**src/rtl/pic_pkg.sv**
```systemverilog
package pic_pkg;
    localparam int CH   = 8;
    localparam int IDXW = $clog2(CH);

    typedef enum logic [2:0] {
        ST_IDLE,
        ST_W2,
        ST_W3,
        ST_W4,
        ST_RUN
    } init_st_e;

    typedef struct packed {
        init_st_e        st;
        logic [4:0]      base;
        logic            aeoi;
        logic            rd_isr;
        logic [CH-1:0]   irr;
        logic [CH-1:0]   isr;
        logic [CH-1:0]   imr;
        logic [CH-1:0]   prev;
        logic [CH-1:0]   lvl;
    } core_state_t;

    typedef struct packed {
        logic [7:0] vec;
        logic       valid;
    } ack_state_t;

    localparam logic [2:0] EOI_NONSPEC = 3'b001;
endpackage

```
**src/rtl/pic_prio.sv**
```systemverilog
module pic_prio #(
    parameter int W  = 8,
    localparam int IW = $clog2(W)
) (
    input  logic [W-1:0]  req,
    output logic          found,
    output logic [IW-1:0] idx
);
    always_comb begin
        found = 1'b0;
        idx   = '0;
        for (int i = W - 1; i >= 0; i--) begin
            if (req[i]) begin
                found = 1'b1;
                idx   = IW'(i);
            end
        end
    end
endmodule

```
**src/rtl/pic_core.sv**
```systemverilog
module pic_core
    import pic_pkg::*;
(
    input  logic            clk,
    input  logic            rst_n,
    input  logic [CH-1:0]   irq_in,
    input  logic            cmd_wr,
    input  logic            cmd_a0,
    input  logic [7:0]      cmd_data,
    input  logic            trig_wr,
    input  logic            ack,
    output logic            int_o,
    output logic [IDXW-1:0] win_idx,
    output logic [7:0]      vec_o,
    output logic [7:0]      rd_o,
    output logic [CH-1:0]   lvl_o,
    output logic [CH-1:0]   isr_o,
    output logic            run_o
);
    core_state_t st_q, st_d;

    logic            req_found, svc_found;
    logic [IDXW-1:0] req_idx, svc_idx;
    logic            win_ok;

    pic_prio #(.W(CH)) u_req (
        .req   (st_q.irr & ~st_q.imr),
        .found (req_found),
        .idx   (req_idx)
    );

    pic_prio #(.W(CH)) u_svc (
        .req   (st_q.isr),
        .found (svc_found),
        .idx   (svc_idx)
    );

    assign win_ok  = (st_q.st == ST_RUN) && req_found && (!svc_found || (req_idx < svc_idx));
    assign int_o   = win_ok;
    assign win_idx = req_idx;
    assign vec_o   = {st_q.base, win_ok ? req_idx : IDXW'(CH - 1)};
    assign rd_o    = cmd_a0 ? st_q.imr : (st_q.rd_isr ? st_q.isr : st_q.irr);
    assign lvl_o   = st_q.lvl;
    assign isr_o   = st_q.isr;
    assign run_o   = (st_q.st == ST_RUN);

    always_comb begin
        st_d      = st_q;
        st_d.prev = irq_in;
        for (int i = 0; i < CH; i++) begin
            st_d.irr[i] = st_q.lvl[i] ? irq_in[i]
                                      : (st_q.irr[i] | (irq_in[i] & ~st_q.prev[i]));
        end
        if (ack && win_ok) begin
            st_d.irr[req_idx] = 1'b0;
            if (!st_q.aeoi) begin
                st_d.isr[req_idx] = 1'b1;
            end
        end
        if (trig_wr) begin
            st_d.lvl = cmd_data;
        end
        if (cmd_wr) begin
            if (!cmd_a0 && cmd_data[4]) begin
                st_d.st     = ST_W2;
                st_d.isr    = '0;
                st_d.irr    = '0;
                st_d.imr    = '0;
                st_d.aeoi   = 1'b0;
                st_d.rd_isr = 1'b0;
            end else if (cmd_a0) begin
                case (st_q.st)
                    ST_W2: begin
                        st_d.base = cmd_data[7:3];
                        st_d.st   = ST_W3;
                    end
                    ST_W3: st_d.st = ST_W4;
                    ST_W4: begin
                        st_d.aeoi = cmd_data[1];
                        st_d.st   = ST_RUN;
                    end
                    ST_RUN: st_d.imr = cmd_data;
                    default: ;
                endcase
            end else if (st_q.st == ST_RUN) begin
                if (!cmd_data[3]) begin
                    if ((cmd_data[7:5] == EOI_NONSPEC) && svc_found) begin
                        st_d.isr[svc_idx] = 1'b0;
                    end
                end else if (cmd_data[1]) begin
                    st_d.rd_isr = cmd_data[0];
                end
            end
        end
    end

    always_ff @(posedge clk or negedge rst_n) begin
        if (!rst_n) begin
            st_q      <= '0;
            st_q.st   <= ST_IDLE;
            st_q.imr  <= '1;
        end else begin
            st_q <= st_d;
        end
    end
endmodule

```
**src/rtl/pic_cascade_top.sv**
```systemverilog
module pic_cascade_top
    import pic_pkg::*;
#(
    parameter int              AW         = 16,
    parameter logic [AW-1:0]   MST_BASE   = 16'h0020,
    parameter logic [AW-1:0]   SLV_BASE   = 16'h00A0,
    parameter logic [AW-1:0]   TRIG_BASE  = 16'h04D0,
    parameter int              CASCADE_IN = 2,
    parameter int              TIMER_IN   = 0,
    parameter int              FPU_IN     = 5,
    localparam int             NCORE      = 2,
    localparam int             NIRQ       = NCORE * CH
) (
    input  logic            clk,
    input  logic            rst_n,
    input  logic [NIRQ-1:0] irq_i,
    input  logic            timer_i,
    input  logic            fpu_err_n_i,
    input  logic            io_wr_i,
    input  logic            io_rd_i,
    input  logic [AW-1:0]   io_addr_i,
    input  logic [7:0]      io_wdata_i,
    output logic [7:0]      io_rdata_o,
    input  logic            inta_i,
    output logic            intr_o,
    output logic [7:0]      vec_o,
    output logic            vec_valid_o
);
    logic [CH-1:0]   core_in  [NCORE];
    logic            int_w    [NCORE];
    logic [IDXW-1:0] win_w    [NCORE];
    logic [7:0]      vec_w    [NCORE];
    logic [7:0]      rd_w     [NCORE];
    logic [CH-1:0]   lvl_w    [NCORE];
    logic [CH-1:0]   isr_w    [NCORE];
    logic            run_w    [NCORE];
    logic            sel_cmd  [NCORE];
    logic            sel_trig [NCORE];
    logic            ack_w    [NCORE];
    logic            cas_win;
    logic            unused_ext;

    ack_state_t ak_q, ak_d;

    assign cas_win = int_w[0] && (win_w[0] == IDXW'(CASCADE_IN));

    for (genvar g = 0; g < NCORE; g++) begin : g_core
        localparam logic [AW-1:0] CMD_ADDR  = (g == 0) ? MST_BASE : SLV_BASE;
        localparam logic [AW-1:0] TRIG_ADDR = TRIG_BASE + AW'(g);

        for (genvar b = 0; b < CH; b++) begin : g_src
            if (g == 0 && b == TIMER_IN) begin : g_tmr
                assign core_in[g][b] = timer_i;
            end else if (g == 0 && b == CASCADE_IN) begin : g_cas
                assign core_in[g][b] = int_w[1];
            end else if (g == 1 && b == FPU_IN) begin : g_fpu
                assign core_in[g][b] = ~fpu_err_n_i;
            end else begin : g_ext
                assign core_in[g][b] = irq_i[g*CH+b];
            end
        end

        assign sel_cmd[g]  = (io_addr_i[AW-1:1] == CMD_ADDR[AW-1:1]);
        assign sel_trig[g] = (io_addr_i == TRIG_ADDR);

        if (g == 0) begin : g_ack_m
            assign ack_w[g] = inta_i;
        end else begin : g_ack_s
            assign ack_w[g] = inta_i && cas_win;
        end

        pic_core u_core (
            .clk      (clk),
            .rst_n    (rst_n),
            .irq_in   (core_in[g]),
            .cmd_wr   (io_wr_i && sel_cmd[g]),
            .cmd_a0   (io_addr_i[0]),
            .cmd_data (io_wdata_i),
            .trig_wr  (io_wr_i && sel_trig[g]),
            .ack      (ack_w[g]),
            .int_o    (int_w[g]),
            .win_idx  (win_w[g]),
            .vec_o    (vec_w[g]),
            .rd_o     (rd_w[g]),
            .lvl_o    (lvl_w[g]),
            .isr_o    (isr_w[g]),
            .run_o    (run_w[g])
        );
    end

    assign unused_ext = ^{irq_i[TIMER_IN], irq_i[CASCADE_IN], irq_i[CH+FPU_IN]};

    always_comb begin
        io_rdata_o = '0;
        if (io_rd_i) begin
            for (int g = 0; g < NCORE; g++) begin
                if (sel_cmd[g])  io_rdata_o = rd_w[g];
                if (sel_trig[g]) io_rdata_o = lvl_w[g];
            end
        end
    end

    always_comb begin
        ak_d       = ak_q;
        ak_d.valid = inta_i;
        if (inta_i) begin
            ak_d.vec = cas_win ? vec_w[1] : vec_w[0];
        end
    end

    always_ff @(posedge clk or negedge rst_n) begin
        if (!rst_n) ak_q <= '0;
        else        ak_q <= ak_d;
    end

    assign intr_o      = int_w[0];
    assign vec_o       = ak_q.vec;
    assign vec_valid_o = ak_q.valid;
endmodule

```
**config.mk**
```make
export PLATFORM = sky130hd
export DESIGN_NAME = pic_cascade_top
export DESIGN_NICKNAME = d
export VERILOG_FILES = /design/src/rtl/pic_pkg.sv /design/src/rtl/pic_prio.sv /design/src/rtl/pic_core.sv /design/src/rtl/pic_cascade_top.sv
export SDC_FILE = /design/constraint.sdc
export NUM_CORES = 1
export LEC_CHECK = 0
export BUFFER_PORTS_ARGS = -buffer_cell sky130_fd_sc_hd__clkbuf_2
export CAP_MARGIN = 20
export CELL_PAD_IN_SITES_DETAIL_PLACEMENT = 0
export CELL_PAD_IN_SITES_GLOBAL_PLACEMENT = 2
export CORE_MARGIN = 10
export CORE_UTILIZATION = 39
export CTS_CLUSTER_DIAMETER = 100
export CTS_CLUSTER_SIZE = 16
export DETAILED_ROUTE_END_ITERATION = 8
export PLACE_DENSITY = 0.88
export SYNTH_ARGS = -nofsm -noshare
export SYNTH_HDL_FRONTEND = slang
export SYNTH_SLANG_ARGS = --single-unit
```
**constraint.sdc**
```tcl
create_clock -name clk -period 4.47 [get_ports clk]
set_input_delay 0.894 -clock clk [delete_from_list [all_inputs] [get_ports clk]]
set_output_delay 0.894 -clock clk [all_outputs]
set_load 0.005 [all_outputs]
```
# After elaboration in Yosys (flattened, before gate mapping)
# Index checks and enable logic that the tools add are counted.
# totals
in_bits	47
reg_bits	109
output_inout_bits	18
elab_cells	292
# classes
bitwise	64
n_eq_ne	15
muxes	140
n_reduce_logical	43
order_cmp	10
# ops
op	count
8-bit 2-to-1 mux	26
3-bit 2-to-1 mux	36
16-bit 2-to-1 mux	4
1-bit 2-to-1 mux	60
8-bit AND	6
24-bit 2-to-1 mux	2
8-bit inverter	6
16-bit by 11-bit equality test with 1-bit output (second input constant)	2
1-bit logical AND	19
9-bit 2-to-1 mux	2
1-bit inverter	18
3-bit case mux with 3 select lines	2
3-bit AND reduction	6
1-bit AND	16
3-bit by 4-bit < comparator with 1-bit output (second input constant)	4
1-bit OR	16
8-bit OR	2
15-bit by 5-bit equality test with 1-bit output (second input constant)	1
15-bit by 7-bit equality test with 1-bit output (second input constant)	1
3-bit by 2-bit equality test with 1-bit output (second input constant)	5
2-bit nonzero test	7
1-bit demux with 3-bit select	4
3-bit by 1-bit >= comparator with 1-bit output (second input constant)	4
5-bit 2-to-1 mux	2
10 further kinds	21

# Longest topological paths before layout
# Gate-level depths: netlist of the first run.
# depth
ltp_word	25
depth_mapped	12
ltp_nobuf	12

# By module
# A second synthesis of the first run with hierarchy kept.
# unflattened
cells_unflattened	718
area_unflattened_um2	6551.3
# modules_own_cells
mod	area_each_um2	cells_per_inst	n_inst	seq_area_each_um2
pic_core at g_core[0].u_core	2701.3	285	1	1261.2
pic_core at g_core[1].u_core	2688.8	285	1	1261.2
pic_cascade_top	840.8	96	1	225.2
pic_prio	80.1	13	4	0.0

# Worst setup path before layout of the first run
# Ideal clock, no wire load.
# synth_path
kind	in2out
start	input port io_addr_i[1]
end	output port io_rdata_o[0]
setup_slack_ps	1130
arrival_time_ps	2446
required_time_ps	3576
path_buffers	0
stages	5
cell_sequence	or4_4 > nor4_4 > nand3_1 > o22ai_1 > o21a_1
# synth_between
elab_chain_cells	6
elab_cells_between_ends	9
cone_classes	eq/ne: 4; mux: 5
# synth_rtl
item	line_no	source
from (decl)	pic_cascade_top.sv:21	input logic [AW-1:0] io_addr_i,
15-bit by 5-bit equality test with 1-bit output	pic_cascade_top.sv:63	assign sel_cmd[g] = (io_addr_i[AW-1:1] == CMD_ADDR[AW-1:1]);
8-bit 2-to-1 mux	pic_cascade_top.sv:97	if (sel_cmd[g]) io_rdata_o = rd_w[g];
8-bit 2-to-1 mux	pic_cascade_top.sv:98	if (sel_trig[g]) io_rdata_o = lvl_w[g];
8-bit 2-to-1 mux	pic_cascade_top.sv:97	
8-bit 2-to-1 mux *	pic_cascade_top.sv:98	
8-bit 2-to-1 mux *	pic_cascade_top.sv:95	if (io_rd_i) begin
to (decl)	pic_cascade_top.sv:23	output logic [7:0] io_rdata_o,
# Mark *: on every way between the ends. The rest lies on a longest branch, timed or not.

# Final worst setup path of the first run
# layout_path
start	register g_core[0].u_core.st_q[21] in the netlist's numbering
end	output port intr_o
# layout_between
elab_chain_cells	11
elab_cells_between_ends	18
cone_classes	order compare: 1; mux: 12; bitwise: 2; reduce/logical: 3
# layout_rtl
item	line_no	source
from (decl)	pic_core.sv:20	core_state_t st_q, st_d;
from (signal assigned)	pic_core.sv:103	st_q <= st_d;
8-bit inverter *	pic_core.sv:27	.req (st_q.irr & ~st_q.imr),
8-bit AND *	pic_core.sv:27	
3-bit 2-to-1 mux (6 in a row)	pic_prio.sv:13	if (req[i]) begin
3-bit < comparator	pic_core.sv:38	assign win_ok = (st_q.st == ST_RUN) && req_found && (!svc_found || (req_idx < svc_idx));
1-bit logical OR	pic_core.sv:38	
1-bit logical AND *	pic_core.sv:38	
to (decl)	pic_cascade_top.sv:25	output logic intr_o,
# Marked as above.

==> results_tabular.tex, run 1 <==
\begin{tabular}{lr}
\hline
Metric & Value \\
\hline
\multicolumn{2}{l}{\textbf{Timing}} \\
\quad Clock Skew & 0.00787 ns \\
\quad Worst slew pin tran & 0.989 ns \\
\quad Part of the cycle the worst path needs & 93.7\% \\
\quad Number of failing setup endpoints in the final timing report & 0 \\
\quad Final critical delay including setup and external delays & 4.19 ns \\
\quad Maximum frequency from static timing analysis & 0.239 GHz \\
\quad Hold violation total from the final report & 0 \\
\quad TNS Setup & 0 ns \\
\quad Max-slew violation count & 0 \\
\quad Relative slew slack & 33.2\% \\
\quad Setup repair after global routing missed its margin & no \\
\multicolumn{2}{l}{\textbf{Synth}} \\
\quad Synth Cell Area & 6010 um\^{}2 \\
\quad Leading register cell type out of synthesis & sky130\_fd\_sc\_hd\_\_dfrtp\_1 \\
\quad Mean instance size in the synthesized netlist & $\sim$9 um\^{}2 \\
\quad Number of warnings issued by yosys & 0 \\
\quad Post-synth cell types & 62 \\
\quad Synth Register Bits & about 110 \\
\quad Portion of the post-synthesis area used by sequential elements & 45.7\% \\
\quad Post-synth net total & 719 \\
\quad Async S/R FF share, synth & 100\% \\
\quad Cell count after synthesis & 669 \\
\quad Post-synth EDFFs & 0 \\
\multicolumn{2}{l}{\textbf{Floorplanning}} \\
\quad Number of rows in the core area & 45 \\
\quad Number of placed I/O pins & 65 \\
\quad Starting density of the core & 39.7\% \\
\quad Std-Cell Core Area & 15100 um\^{}2 \\
\quad Horizontal extent of the die & $\sim$140 um \\
\quad Die area & 20800 um\^{}2 \\
\quad Die Span Y & 144 um \\
\multicolumn{2}{l}{\textbf{Placement}} \\
\quad Number of buffers added on ports & 61 \\
\quad Final HPWL from detailed placement & 13800 um \\
\quad Placed instance count & around 900 \\
\quad Final RePlAce weighted congestion & 0.897 \\
\multicolumn{2}{l}{\textbf{Detailed routing}} \\
\quad Number of nets with antenna violations after routing & 0 \\
\quad Total wire length after detailed routing & 18400 um \\
\quad Residual DRC & 0 \\
\quad Iteration-0 DRC count of the detailed router & 499 \\
\quad DR vias & approximately 5300 \\
\quad WL/cell & roughly 20 um \\
\quad First-pass DRT Iterations & 5 \\
\quad Detail-routed via count per cell & 5.72 \\
\multicolumn{2}{l}{\textbf{Setup path}} \\
\quad Required @ worst endpoint & 3.58 ns \\
\quad Highest net fanout along the worst path & 14 \\
\quad Data arrival, critical path & roughly 3.3 ns \\
\quad Critical Path Source Type & flop \\
\quad Kind of capture point of the worst setup path & output port \\
\quad Critical path start-end classification & flop to output port \\
\multicolumn{2}{l}{\textbf{Clocking}} \\
\quad Cells resized by post-CTS repair & 0 \\
\quad TritonCTS clock tree & done \\
\quad CTS clk-pin slew, worst paths & 0.07 ns \\
\quad Number of levels the H-tree was split into & 3 \\
\quad Number of clock sinks & 109 \\
\quad Number of clock buffers inserted by TritonCTS & 9 \\
\quad Number of setup buffers added after CTS & 0 \\
\quad \# hold bufs at CTS & 0 \\
\quad Maximum number of buffers from clock root to sink & 2 \\
\quad Root Driver & sky130\_fd\_sc\_hd\_\_clkbuf\_16 \\
\quad Worst-skew pair later-pin latency & 0.36 ns \\
\multicolumn{2}{l}{\textbf{Layout}} \\
\quad Commonest non-fill, non-tap cell in the layout & sky130\_fd\_sc\_hd\_\_dfrtp\_1 \\
\quad Ratio of cells with drive above 1 in the final layout & 17.9\% \\
\quad Final Net Count & 777 \\
\quad Number of antenna cells inserted & 0 \\
\quad Most frequent cells in the layout & sky130\_fd\_sc\_hd\_\_dfrtp\_1 (93), sky130\_fd\_sc\_hd\_\_nor2\_1 (72), sky130\_fd\_sc\_hd\_\_nand2\_1 (61) \\
\quad Final-layout fill cell count & roughly 1500 \\
\quad Layout-stage area growth over the synthesis result & 14.2\% \\
\quad Post-layout instance count excluding filler cells & 920 \\
\multicolumn{2}{l}{\textbf{Power and ir drop}} \\
\quad IR drop worst, VDD & 0.000236 V \\
\quad Static leakage & 2.97 nW \\
\quad P per Cell Area & 290 nW/um\^{}2 \\
\multicolumn{2}{l}{\textbf{Status}} \\
\quad Status & complete, no violations \\
\multicolumn{2}{l}{\textbf{Hold path}} \\
\quad Min-delay worst type & input pin to asynchronous set/reset pin \\
\multicolumn{2}{l}{\textbf{Global route}} \\
\quad Wire length of the first global-routing pass & 29300 um \\
\quad Number of antenna violations at the first check in global routing & 0 \\
\quad Maximum number of pins on one net before global-route repair & 85 \\
\quad Total routing usage reported by global routing & a little under a fifth \\
\quad Number of global-route vias before repair & about 5200 \\
\quad Total global routing overflow & 0 \\
\multicolumn{2}{l}{\textbf{Run}} \\
\quad Max-cap viol count & 0 \\
\hline
\end{tabular}
## flip-flops by register name, summed over array words and instances, names as in the netlist
| register | count |
|---|---|
| g_core.u_core.st_q | 58 |
| g_core.u_core.isr_o | 16 |
| g_core.u_core.lvl_o | 16 |
| g_core.u_core.vec_o | 10 |
| vec_o | 8 |
| vec_valid_o | 1 |
## final timing paths
| path | cells after the start | to | start | slack, ns |
|---|---|---|---|---|
| setup / recovery | 9 | intr_o | g_core[0].u_core.st_q[21] | 0.28 |
| hold / removal | 1 | g_core[0].u_core.vec_o[5] | rst_n | 0.46 |
| setup reg to reg | 12 | g_core[1].u_core.st_q[32] | g_core[0].u_core.st_q[21] | 0.96 |
| hold reg to reg | 2 | g_core[1].u_core.st_q[21] | g_core[1].u_core.st_q[21] | 0.50 |
| max in group asynchronous | 3 | g_core[1].u_core.st_q[18] | rst_n | 2.94 |
| min in group clk | 2 | g_core[1].u_core.st_q[21] | g_core[1].u_core.st_q[21] | 0.50 |
## Yosys cell counts, drive strengths merged, types with 18 or more instances
cell type	count	area [um^2]
nor2b	18	113
nand2b	18	113
o21ai	52	260
nand3	19	95.1
nand2	61	229
mux2i	25	250
dfrtp	93	2330
clkbuf	20	76.3
inv	33	124
nor2	75	289
a21oi	59	307
a211oi	22	165
## stage by stage
step	cell area [um^2]	setup slack [ns]	util (%)	power [W]	hold slack, ns
floorplan	6010	1.13	-	0.00109	0.465
global placement	6530	0.767	43.1	0.00116	0.480
detailed placement	6530	0.724	43.1	0.00117	0.487
CTS	6830	0.341	45.1	0.00200	0.498
global route	6860	0.100	45.3	0.00207	0.479
finish	6860	0.282	45.3	0.00199	0.457
## routing by layer
layer / up-vias / GRT usage, % / wire length, um
met5: - / 0 / 0
met4: 0 / 6.22 / 350
met3: 17 / 3.12 / 1060
met2: 159 / 27.2 / 8120
met1: 2544 / 26.1 / 8920
li1: 2538 / - / -
## logic make-up (layout without fill, tap and decap cells)
| logic type | Yosys count | in the layout | synth area share, % |
|---|---|---|---|
| AO/OA/AOI/OAI | 215 | 215 | 22.5 |
| adder cells (fa/ha/maj) | 3 | 3 | 0.625 |
| buffers and inverters | 59 | 122 | 3.83 |
| flip-flops | 109 | 109 | 45.7 |
| multiplexers | 38 | 38 | 6.91 |
| AND/OR/NAND/NOR | 245 | 245 | 20.4 |
## area by class of cell
| type | count | area [um^2] | area share, % |
|---|---|---|---|
| Multi-Input combinational cell | 501 | 3030 | 44.2 |
| Sequential cell | 109 | 2750 | 40.0 |
| Timing Repair Buffer | 72 | 410 | 5.98 |
| Clock buffer | 10 | 239 | 3.48 |
| Tap cell | 188 | 235 | 3.43 |
| Inverter | 34 | 128 | 1.86 |
| Clock inverter | 6 | 68.8 | 1.00 |
## worst max-delay path: stages (launching register included)
cell and delay (ns):
sky130_fd_sc_hd__dfstp_2 0.56, sky130_fd_sc_hd__nor2b_1 0.07, sky130_fd_sc_hd__a2111oi_2 0.63, sky130_fd_sc_hd__nor2_1 0.16
sky130_fd_sc_hd__ha_1 0.32, sky130_fd_sc_hd__nor2_1 0.09, sky130_fd_sc_hd__a21oi_1 0.05, sky130_fd_sc_hd__a211oi_1 0.43
sky130_fd_sc_hd__a31o_2 0.45, sky130_fd_sc_hd__clkbuf_2 0.19
## report_power, final
| part | internal, W | total, W | switching, W |
|---|---|---|---|
| Clock | 0.000455 | 0.000843 | 0.000389 |
| Combinational | 0.0000479 | 0.000140 | 0.0000918 |
| Sequential | 0.00100 | 0.00101 | 0.00000899 |
| Total | 0.00150 | 0.00199 | 0.000490 |
Note: power is estimated with default switching activity, not from simulation.
==> inputs of run 2 (changes only) <==
ABC_AREA = 1   (was unset)
CORE_UTILIZATION = 37   (was 39)
PLACE_DENSITY = 0.89   (was 0.88)
==> results_tabular.tex, run 2 <==
\begin{tabular}{lr}
\hline
Metric & Value \\
\hline
\multicolumn{2}{l}{\textbf{Status}} \\
\quad Status & complete, no violations \\
\multicolumn{2}{l}{\textbf{Synth}} \\
\quad Post-synth net total & 885 (+23\%) \\
\quad Area share of the leading cell type in the synthesized netlist & 37.8\% (-0.92 points) \\
\quad Main area contributors after synthesis & sky130\_fd\_sc\_hd\_\_dfrtp\_1 (38\%), sky130\_fd\_sc\_hd\_\_nand2\_1 (12\%), sky130\_fd\_sc\_hd\_\_o21ai\_0 (8.6\%) \\
\quad Portion of the post-synthesis area used by sequential elements & 44.6\% (-1.1 points) \\
\quad Mean instance size in the synthesized netlist & 7.37 um\^{}2 (-18\%) \\
\quad Library cell with the largest summed area after synthesis & sky130\_fd\_sc\_hd\_\_dfrtp\_1 \\
\quad Cell count after synthesis & 835 (+25\%) \\
\quad Most frequent cells after synthesis & sky130\_fd\_sc\_hd\_\_nand2\_1 (198), sky130\_fd\_sc\_hd\_\_inv\_1 (112), sky130\_fd\_sc\_hd\_\_o21ai\_0 (106) \\
\quad Synth Cell Area & 6160 um\^{}2 (+2.4\%) \\
\quad Synth Register Bits & 109 (unchanged) \\
\quad Leading register cell type out of synthesis & sky130\_fd\_sc\_hd\_\_dfrtp\_1 \\
\quad Post-synth cell types & 43 (-31\%) \\
\quad Async S/R FF share, synth & 100\% (unchanged) \\
\quad Post-synth EDFFs & 0 (unchanged) \\
\quad Number of warnings issued by yosys & 0 (unchanged) \\
\quad Most frequent cell after synthesis & sky130\_fd\_sc\_hd\_\_nand2\_1 \\
\multicolumn{2}{l}{\textbf{Setup path}} \\
\quad Crit path max-delay cell type & sky130\_fd\_sc\_hd\_\_or2\_2 \\
\quad Kind of capture point of the worst setup path & output port \\
\quad FF-to-FF End & g\_core[1].u\_core.st\_q[37] \\
\quad Required @ worst endpoint & 3.58 ns (about the same) \\
\quad CP endpoint & io\_rdata\_o[5] \\
\quad Data arrival, critical path & 2.89 ns (-0.40 ns) \\
\quad CP Launch Point & io\_addr\_i[2] \\
\quad Register-to-register setup slack & 1.67 ns (+0.71 ns) \\
\quad Critical path start-end classification & input pin to output port \\
\quad Cell family with most CP delay & simple AND/OR/NAND/NOR gates \\
\quad Critical Path Source Type & input pin \\
\quad Critical path, cell by cell & clkbuf\_2, or2\_2, nor3\_2, nand3\_2, inv\_2, a21oi\_1, o21ai\_0, o21ai\_0, a21oi\_1, clkbuf\_2 \\
\quad Count of buffer and inverter cells on the critical path & 3 (+2) \\
\quad Maximum cell stage delay along the critical path & 0.34 ns (-0.29 ns) \\
\quad Highest net fanout along the worst path & 8 (-6) \\
\quad Reg2reg path depth & 15 (+3) \\
\quad Total stage count of the critical path & 10 (+1) \\
\quad Critical R2R Launch & g\_core[1].u\_core.st\_q[21] \\
\multicolumn{2}{l}{\textbf{Timing}} \\
\quad Number of failing setup endpoints in the final timing report & 0 (unchanged) \\
\quad Part of the cycle the worst path needs & 84.6\% (-9.1 points) \\
\quad Hold violation total from the final report & 0 (unchanged) \\
\quad Worst slew pin tran & 0.695 ns (-0.294 ns) \\
\quad TNS Setup & 0 ns (unchanged) \\
\quad Clock Skew & 0.0113 ns (+0.00346 ns) \\
\quad Max-slew violation count & 0 (unchanged) \\
\quad Relative slew slack & 53.6\% (+20 points) \\
\quad Setup repair after global routing missed its margin & no \\
\quad Smallest setup slack after layout & 0.690 ns (+0.408 ns) \\
\quad Final critical delay including setup and external delays & 3.78 ns (-0.408 ns) \\
\quad Maximum frequency from static timing analysis & 0.265 GHz (+11\%) \\
\multicolumn{2}{l}{\textbf{Global route}} \\
\quad Number of antenna violations at the first check in global routing & 0 (unchanged) \\
\quad Total global routing overflow & 0 (unchanged) \\
\quad Number of global-route vias before repair & 5564 (+7.4\%) \\
\quad Total routing usage reported by global routing & 18.0\% (-0.28 points) \\
\quad Maximum number of pins on one net before global-route repair & 54 (-36\%) \\
\quad Wire length of the first global-routing pass & 31200 um (+6.5\%) \\
\multicolumn{2}{l}{\textbf{Layout}} \\
\quad Layout-stage area growth over the synthesis result & 13.6\% \\
\quad Final Net Count & 943 (+21\%) \\
\quad Number of antenna cells inserted & 0 (unchanged) \\
\quad Commonest non-fill, non-tap cell in the layout & sky130\_fd\_sc\_hd\_\_nand2\_1 \\
\quad Flip-flop count of the largest register, all copies and words added & 58 (unchanged) \\
\quad Register with the most flip-flops & g\_core.u\_core.st\_q \\
\quad Ratio of cells with drive above 1 in the final layout & 14.9\% (-3.0 points) \\
\quad Most frequent cells in the layout & sky130\_fd\_sc\_hd\_\_nand2\_1 (198), sky130\_fd\_sc\_hd\_\_inv\_1 (112), sky130\_fd\_sc\_hd\_\_o21ai\_0 (106) \\
\multicolumn{2}{l}{\textbf{Detailed routing}} \\
\quad Iteration-0 DRC count of the detailed router & 430 (-14\%) \\
\quad WL/cell & 17.4 um (-13\%) \\
\quad DR vias & 5644 (+7.3\%) \\
\quad Total wire length after detailed routing & 19400 um (+5.2\%) \\
\quad Detail-routed via count per cell & 5.05 (-12\%) \\
\quad Residual DRC & 0 (unchanged) \\
\quad Number of nets with antenna violations after routing & 0 (unchanged) \\
\quad First-pass DRT Iterations & 4 (-1) \\
\multicolumn{2}{l}{\textbf{Placement}} \\
\quad Worst slack after detailed placement & 0.706 ns (-0.0174 ns) \\
\quad Final RePlAce weighted congestion & 0.855 (-4.6\%) \\
\quad Final HPWL from detailed placement & 15300 um (+11\%) \\
\quad Number of buffers added on ports & 61 (unchanged) \\
\multicolumn{2}{l}{\textbf{Floorplanning}} \\
\quad Number of rows in the core area & 47 (+4.4\%) \\
\quad Horizontal extent of the die & 149 um (+3.4\%) \\
\quad Number of placed I/O pins & 65 (unchanged) \\
\quad Die area & 22200 um\^{}2 (+6.8\%) \\
\quad Starting density of the core & 37.4\% (-2.3 points) \\
\quad Std-Cell Core Area & 16500 um\^{}2 (+8.7\%) \\
\quad Die Span Y & 149 um (+3.4\%) \\
\multicolumn{2}{l}{\textbf{Power and ir drop}} \\
\quad IR drop worst, VDD & 0.000237 V (+0.28\%) \\
\quad Sum of internal, switching and leakage power & 0.00193 W (-3.1\%) \\
\quad P per Cell Area & 276 nW/um\^{}2 (-4.9\%) \\
\quad Static leakage & 3.21 nW (+8.2\%) \\
\multicolumn{2}{l}{\textbf{Clocking}} \\
\quad CTS clk-pin slew, worst paths & 0.07 ns (about the same) \\
\quad Number of clock sinks & 109 (unchanged) \\
\quad Worst-skew pair later-pin latency & 0.36 ns (about the same) \\
\quad \# hold bufs at CTS & 0 (unchanged) \\
\quad Maximum number of buffers from clock root to sink & 2 (unchanged) \\
\quad TritonCTS clock tree & done \\
\quad Number of levels the H-tree was split into & 3 (unchanged) \\
\quad Root Driver & sky130\_fd\_sc\_hd\_\_clkbuf\_16 \\
\quad Number of setup buffers added after CTS & 0 (unchanged) \\
\quad Number of clock buffers inserted by TritonCTS & 9 (unchanged) \\
\quad Cells resized by post-CTS repair & 0 (unchanged) \\
\multicolumn{2}{l}{\textbf{Hold path}} \\
\quad Min-delay worst type & flop to flop \\
\multicolumn{2}{l}{\textbf{Run}} \\
\quad Max-cap viol count & 0 (unchanged) \\
\hline
\end{tabular}
[run 2: cell types whose count changed in the layout (fill, tap and decap cells not counted), moves of 18 or more]
cell	before	now
sky130_fd_sc_hd__inv_1	33	112
sky130_fd_sc_hd__nand2_1	61	198
sky130_fd_sc_hd__o21ai_0	51	106
sky130_fd_sc_hd__mux2i_1	25	1
sky130_fd_sc_hd__a211oi_1	22	1
sky130_fd_sc_hd__nor2b_1	18	0
sky130_fd_sc_hd__nand2b_1	18	0
sky130_fd_sc_hd__o21ai_1	1	21
[run 2: layout make-up]
| type | instances | area [um^2] |
|---|---|---|
| well taps | 220 | 275 |
| multi-input cells | 584 | 2870 |
| flip-flops and latches | 109 | 2750 |
| repair buffers | 66 | 345 |
| clock inverters | 6 | 62.6 |
| fillers | 1757 | 9470 |
| clock buffers | 10 | 239 |
| inverters | 123 | 462 |
[run 2: worst min-delay path: stages (launching register included)]
cell and delay [ns]:
sky130_fd_sc_hd__dfstp_2 0.37, sky130_fd_sc_hd__nand2_1 0.05, sky130_fd_sc_hd__o21ai_1 0.06
[run 2: per-stage QoR]
stage	utilization, %	cell area, um^2	std cells	hold slack [ns]
5_1_grt	42.5	7000	1118	0.513
6_report	42.5	7000	1118	0.482
3_5_place_dp	40.7	6700	1102	0.469
3_3_place_gp	40.7	6700	1102	0.462
4_1_cts	42.5	7000	1118	0.481
2_1_floorplan	-	6160	835	0.453
[run 2: power by group]
group	internal (W)	total (W)	leakage [nW]	switching (W)
combinational	0.0000291	0.000107	1.84	0.0000778
sequential	0.000993	0.000996	1.23	0.00000209
clock	0.000410	0.000829	0.148	0.000419
[run 2: routing by layer]
| metal | GRT usage, % | share of wire, % | vias up |
|---|---|---|---|
| li1 | - | - | 2876 |
| met3 | 3.97 | 5.0 | 12 |
| met1 | 25.9 | 51 | 2643 |
| met4 | 3.93 | 0.99 | 0 |
| met2 | 26.8 | 43 | 113 |
| met5 | 0 | 0 | - |
[run 2: how the worst min path moves through the flow]
stage / from / slack [ns] / end / cells after the start
floorplan: g_core[1].u_core.st_q[21] / 0.45 / g_core[1].u_core.st_q[21] / 2
global placement: g_core[1].u_core.st_q[21] / 0.46 / g_core[1].u_core.st_q[21] / 2
detailed placement: g_core[1].u_core.st_q[22] / 0.47 / g_core[1].u_core.st_q[22] / 2
CTS: g_core[1].u_core.st_q[22] / 0.48 / g_core[1].u_core.st_q[22] / 2
global route: g_core[1].u_core.st_q[22] / 0.51 / g_core[1].u_core.st_q[22] / 2
finish: g_core[1].u_core.st_q[22] / 0.48 / g_core[1].u_core.st_q[22] / 2
[run 2: cells by family after synthesis]
group	after synthesis	share of synthesized area, %
compound gates	218	19.1
fa+ha+maj	3	0.610
buf+inv	142	8.84
flops	109	44.6
mux	1	0.163
simple gates	362	26.7
==> inputs of run 3 (changes only) <==
ABC_AREA = 0   (was 1)
CORE_UTILIZATION = 33   (was 37)
PLACE_DENSITY = 0.79   (was 0.89)
clock period = 3.3 ns   (was 4.47 ns; I/O delays follow)
==> results_tabular.tex, run 3 (synthesis results as in run 1) <==
\begin{tabular}{lr}
\hline
Metric & Value \\
\hline
\multicolumn{2}{l}{\textbf{Setup path}} \\
\quad Kind of capture point of the worst setup path & output port \\
\quad Critical path start-end classification & input pin to output port \\
\quad FF-to-FF End & g\_core[1].u\_core.st\_q[32] \\
\quad Reg2reg path depth & 13 (-2) \\
\quad Highest net fanout along the worst path & 9 (+1) \\
\quad Data arrival, critical path & 2.54 ns (-0.35 ns) \\
\quad Required @ worst endpoint & 2.64 ns (-0.94 ns) \\
\quad Critical R2R Launch & g\_core[0].u\_core.st\_q[22] \\
\quad Register-to-register setup slack & 0.19 ns (-1.48 ns) \\
\quad Critical Path Source Type & input pin \\
\multicolumn{2}{l}{\textbf{Clocking}} \\
\quad CTS clk-pin slew, worst paths & 0.08 ns (about the same) \\
\quad Maximum number of buffers from clock root to sink & 2 (unchanged) \\
\quad Number of clock buffers inserted by TritonCTS & 9 (unchanged) \\
\quad Number of levels the H-tree was split into & 3 (unchanged) \\
\quad Number of clock sinks & 109 (unchanged) \\
\quad Root Driver & sky130\_fd\_sc\_hd\_\_clkbuf\_16 \\
\quad TritonCTS clock tree & done \\
\quad \# hold bufs at CTS & 0 (unchanged) \\
\quad Worst-skew pair later-pin latency & 0.36 ns (about the same) \\
\multicolumn{2}{l}{\textbf{Detailed routing}} \\
\quad DR vias & 5376 (-4.7\%) \\
\quad Detail-routed via count per cell & 5.47 (+8.3\%) \\
\quad Residual DRC & 0 (unchanged) \\
\quad Total wire length after detailed routing & 19600 um (+0.72\%) \\
\quad First-pass DRT Iterations & 5 (+1) \\
\quad Iteration-0 DRC count of the detailed router & 353 (-18\%) \\
\quad WL/cell & 19.9 um (+15\%) \\
\quad Number of nets with antenna violations after routing & 0 (unchanged) \\
\multicolumn{2}{l}{\textbf{Power and ir drop}} \\
\quad IR drop worst, VDD & 0.000251 V (+5.8\%) \\
\quad Static leakage & 3.06 nW (-4.9\%) \\
\quad P per Cell Area & 370 nW/um\^{}2 (+34\%) \\
\multicolumn{2}{l}{\textbf{Timing}} \\
\quad Max-slew violation count & 0 (unchanged) \\
\quad Clock Skew & 0.0108 ns (-0.000519 ns) \\
\quad Worst slew pin tran & 0.744 ns (+0.0484 ns) \\
\quad TNS Setup & 0 ns (unchanged) \\
\quad Hold violation total from the final report & 0 (unchanged) \\
\quad Relative slew slack & 50.4\% (-3.2 points) \\
\quad Setup repair after global routing missed its margin & no \\
\quad Part of the cycle the worst path needs & 96.9\% \\
\quad Final critical delay including setup and external delays & between 3 and 4 ns \\
\quad Number of failing setup endpoints in the final timing report & 0 (unchanged) \\
\quad Maximum frequency from static timing analysis & 0.313 GHz \\
\multicolumn{2}{l}{\textbf{Floorplanning}} \\
\quad Number of rows in the core area & 49 (+4.3\%) \\
\quad Number of placed I/O pins & 65 (unchanged) \\
\quad Die area & 24000 um\^{}2 (+8.2\%) \\
\quad Horizontal extent of the die & 155 um (+4.0\%) \\
\quad Die Span Y & 155 um (+4.0\%) \\
\quad Starting density of the core & 33.5\% (-3.9 points) \\
\quad Std-Cell Core Area & 18000 um\^{}2 (+9.1\%) \\
\multicolumn{2}{l}{\textbf{Global route}} \\
\quad Fraction of met2 tracks used by global routing & 24.2\% (-2.6 points) \\
\quad Total global routing overflow & 0 (unchanged) \\
\quad Most heavily used metal layer in global routing & met2 \\
\quad Total routing usage reported by global routing & 16.2\% (-1.7 points) \\
\quad Number of antenna violations at the first check in global routing & 0 (unchanged) \\
\quad Maximum number of pins on one net before global-route repair & 53 (-1.9\%) \\
\quad Number of global-route vias before repair & 5380 (-3.3\%) \\
\quad Global routing usage on met1 & 23.2\% (-2.7 points) \\
\quad Met3 demand-to-capacity share in global routing & 3.12\% (-0.86 points) \\
\quad Wire length of the first global-routing pass & 30800 um (-1.0\%) \\
\multicolumn{2}{l}{\textbf{Layout}} \\
\quad Commonest non-fill, non-tap cell in the layout & sky130\_fd\_sc\_hd\_\_dfrtp\_1 \\
\quad Register cell area after layout & 2750 um\^{}2 (unchanged) \\
\quad Flip-flop count of the largest register, all copies and words added & 58 (unchanged) \\
\quad Area of the multi-input gates & 3090 um\^{}2 (+7.8\%) \\
\quad Most frequent cells in the layout & sky130\_fd\_sc\_hd\_\_dfrtp\_1 (93), sky130\_fd\_sc\_hd\_\_nor2\_1 (71), sky130\_fd\_sc\_hd\_\_nand2\_1 (60) \\
\quad Ratio of cells with drive above 1 in the final layout & 21.4\% (+6.4 points) \\
\quad Post-Layout Inst Area & 7100 um\^{}2 (+1.4\%) \\
\quad Post-layout instance count excluding filler cells & 983 (-12\%) \\
\quad Final Net Count & 799 (-15\%) \\
\quad Number of antenna cells inserted & 0 (unchanged) \\
\quad Layout-stage area growth over the synthesis result & 18.0\% \\
\quad Register with the most flip-flops & g\_core.u\_core.st\_q \\
\quad Final-layout fill cell count & 1832 (+4.3\%) \\
\multicolumn{2}{l}{\textbf{Placement}} \\
\quad Placed instance count & 963 (-13\%) \\
\quad Number of buffers added on ports & 61 (unchanged) \\
\quad Final HPWL from detailed placement & 15000 um (-1.9\%) \\
\quad Final RePlAce weighted congestion & 0.840 (-1.8\%) \\
\quad Instance area at placement & 6730 um\^{}2 (+0.56\%) \\
\multicolumn{2}{l}{\textbf{Status}} \\
\quad Status & complete, no violations \\
\multicolumn{2}{l}{\textbf{Hold path}} \\
\quad Min-delay worst type & input pin to asynchronous set/reset pin \\
\multicolumn{2}{l}{\textbf{Run}} \\
\quad Max-cap viol count & 0 (unchanged) \\
\hline
\end{tabular}
run 3: cell types whose count changed in the layout (fill, tap and decap cells not counted), moves of 20 or more:
| cell | change |
|---|---|
| sky130_fd_sc_hd__a211oi_1 | +20 |
| sky130_fd_sc_hd__buf_4 | +27 |
| sky130_fd_sc_hd__inv_1 | -79 |
| sky130_fd_sc_hd__mux2i_1 | +24 |
| sky130_fd_sc_hd__nand2_1 | -138 |
| sky130_fd_sc_hd__o21ai_0 | -55 |
| sky130_fd_sc_hd__o21ai_1 | -20 |
run 3: through the flow:
step	util [%]	worst slack, ns	hold WS [ns]	power (W)
floorplan	-	0.422	0.364	0.00148
global route	39.5	0.0180	0.405	0.00273
CTS	39.2	0.0173	0.385	0.00265
global placement	37.5	0.0643	0.482	0.00159
finish	39.5	0.103	0.356	0.00262
detailed placement	37.5	0.00236	0.492	0.00159
run 3: cell type report:
class	count	share of cell area (%)
clock buffers	10	3.23
inverters	34	1.80
repair buffers	94	8.01
clock inverters	6	0.670
well taps	229	4.04
multi-input cells	501	43.5
flip-flops and latches	109	38.7
run 3: what timing repair did:
| action | 4_1_cts | 5_1_grt |
|---|---|---|
| setup endpoints to repair | 2 | 18 |
| pin swaps | 2 | 4 |
| setup buffers | 1 | 3 |
| cloned | 0 | 0 |
| resized for setup | 5 | 6 |
run 3: power by group:
part | leakage, nW | switching (W) | internal, W
clock network | 0.121 | 0.000542 | 0.000518
registers | 1.28 | 0.0000128 | 0.00136
logic | 1.66 | 0.000129 | 0.0000670
run 3: worst max-delay path by stage:
stage | start | to | slack, ns | cells past startpoint
after floorplan | g_core[0].u_core.st_q[21] | intr_o | 0.42 | 9
after detailed placement | io_addr_i[1] | io_rdata_o[2] | 0.002 | 7
after global routing | g_core[0].u_core.st_q[20] | intr_o | 0.02 | 9
final | io_addr_i[1] | io_rdata_o[1] | 0.10 | 9
after CTS | io_addr_i[1] | io_rdata_o[0] | 0.02 | 8
after global placement | io_addr_i[1] | io_rdata_o[2] | 0.06 | 7
run 3: critical path, stage by stage:
cell,delay [ns]
sky130_fd_sc_hd__clkbuf_2,0.08
sky130_fd_sc_hd__or4_4,0.54
sky130_fd_sc_hd__nor4_4,0.25
sky130_fd_sc_hd__buf_4,0.20
sky130_fd_sc_hd__nand3_1,0.08
sky130_fd_sc_hd__buf_4,0.20
sky130_fd_sc_hd__o22ai_1,0.24
sky130_fd_sc_hd__o21a_1,0.17
sky130_fd_sc_hd__clkbuf_2,0.11
run 3: per-layer routing:
metal	wire, um	part of all wire, %
met2	8740	45
met3	830	4.2
met5	0	0
met1	9560	49
met4	420	2.1
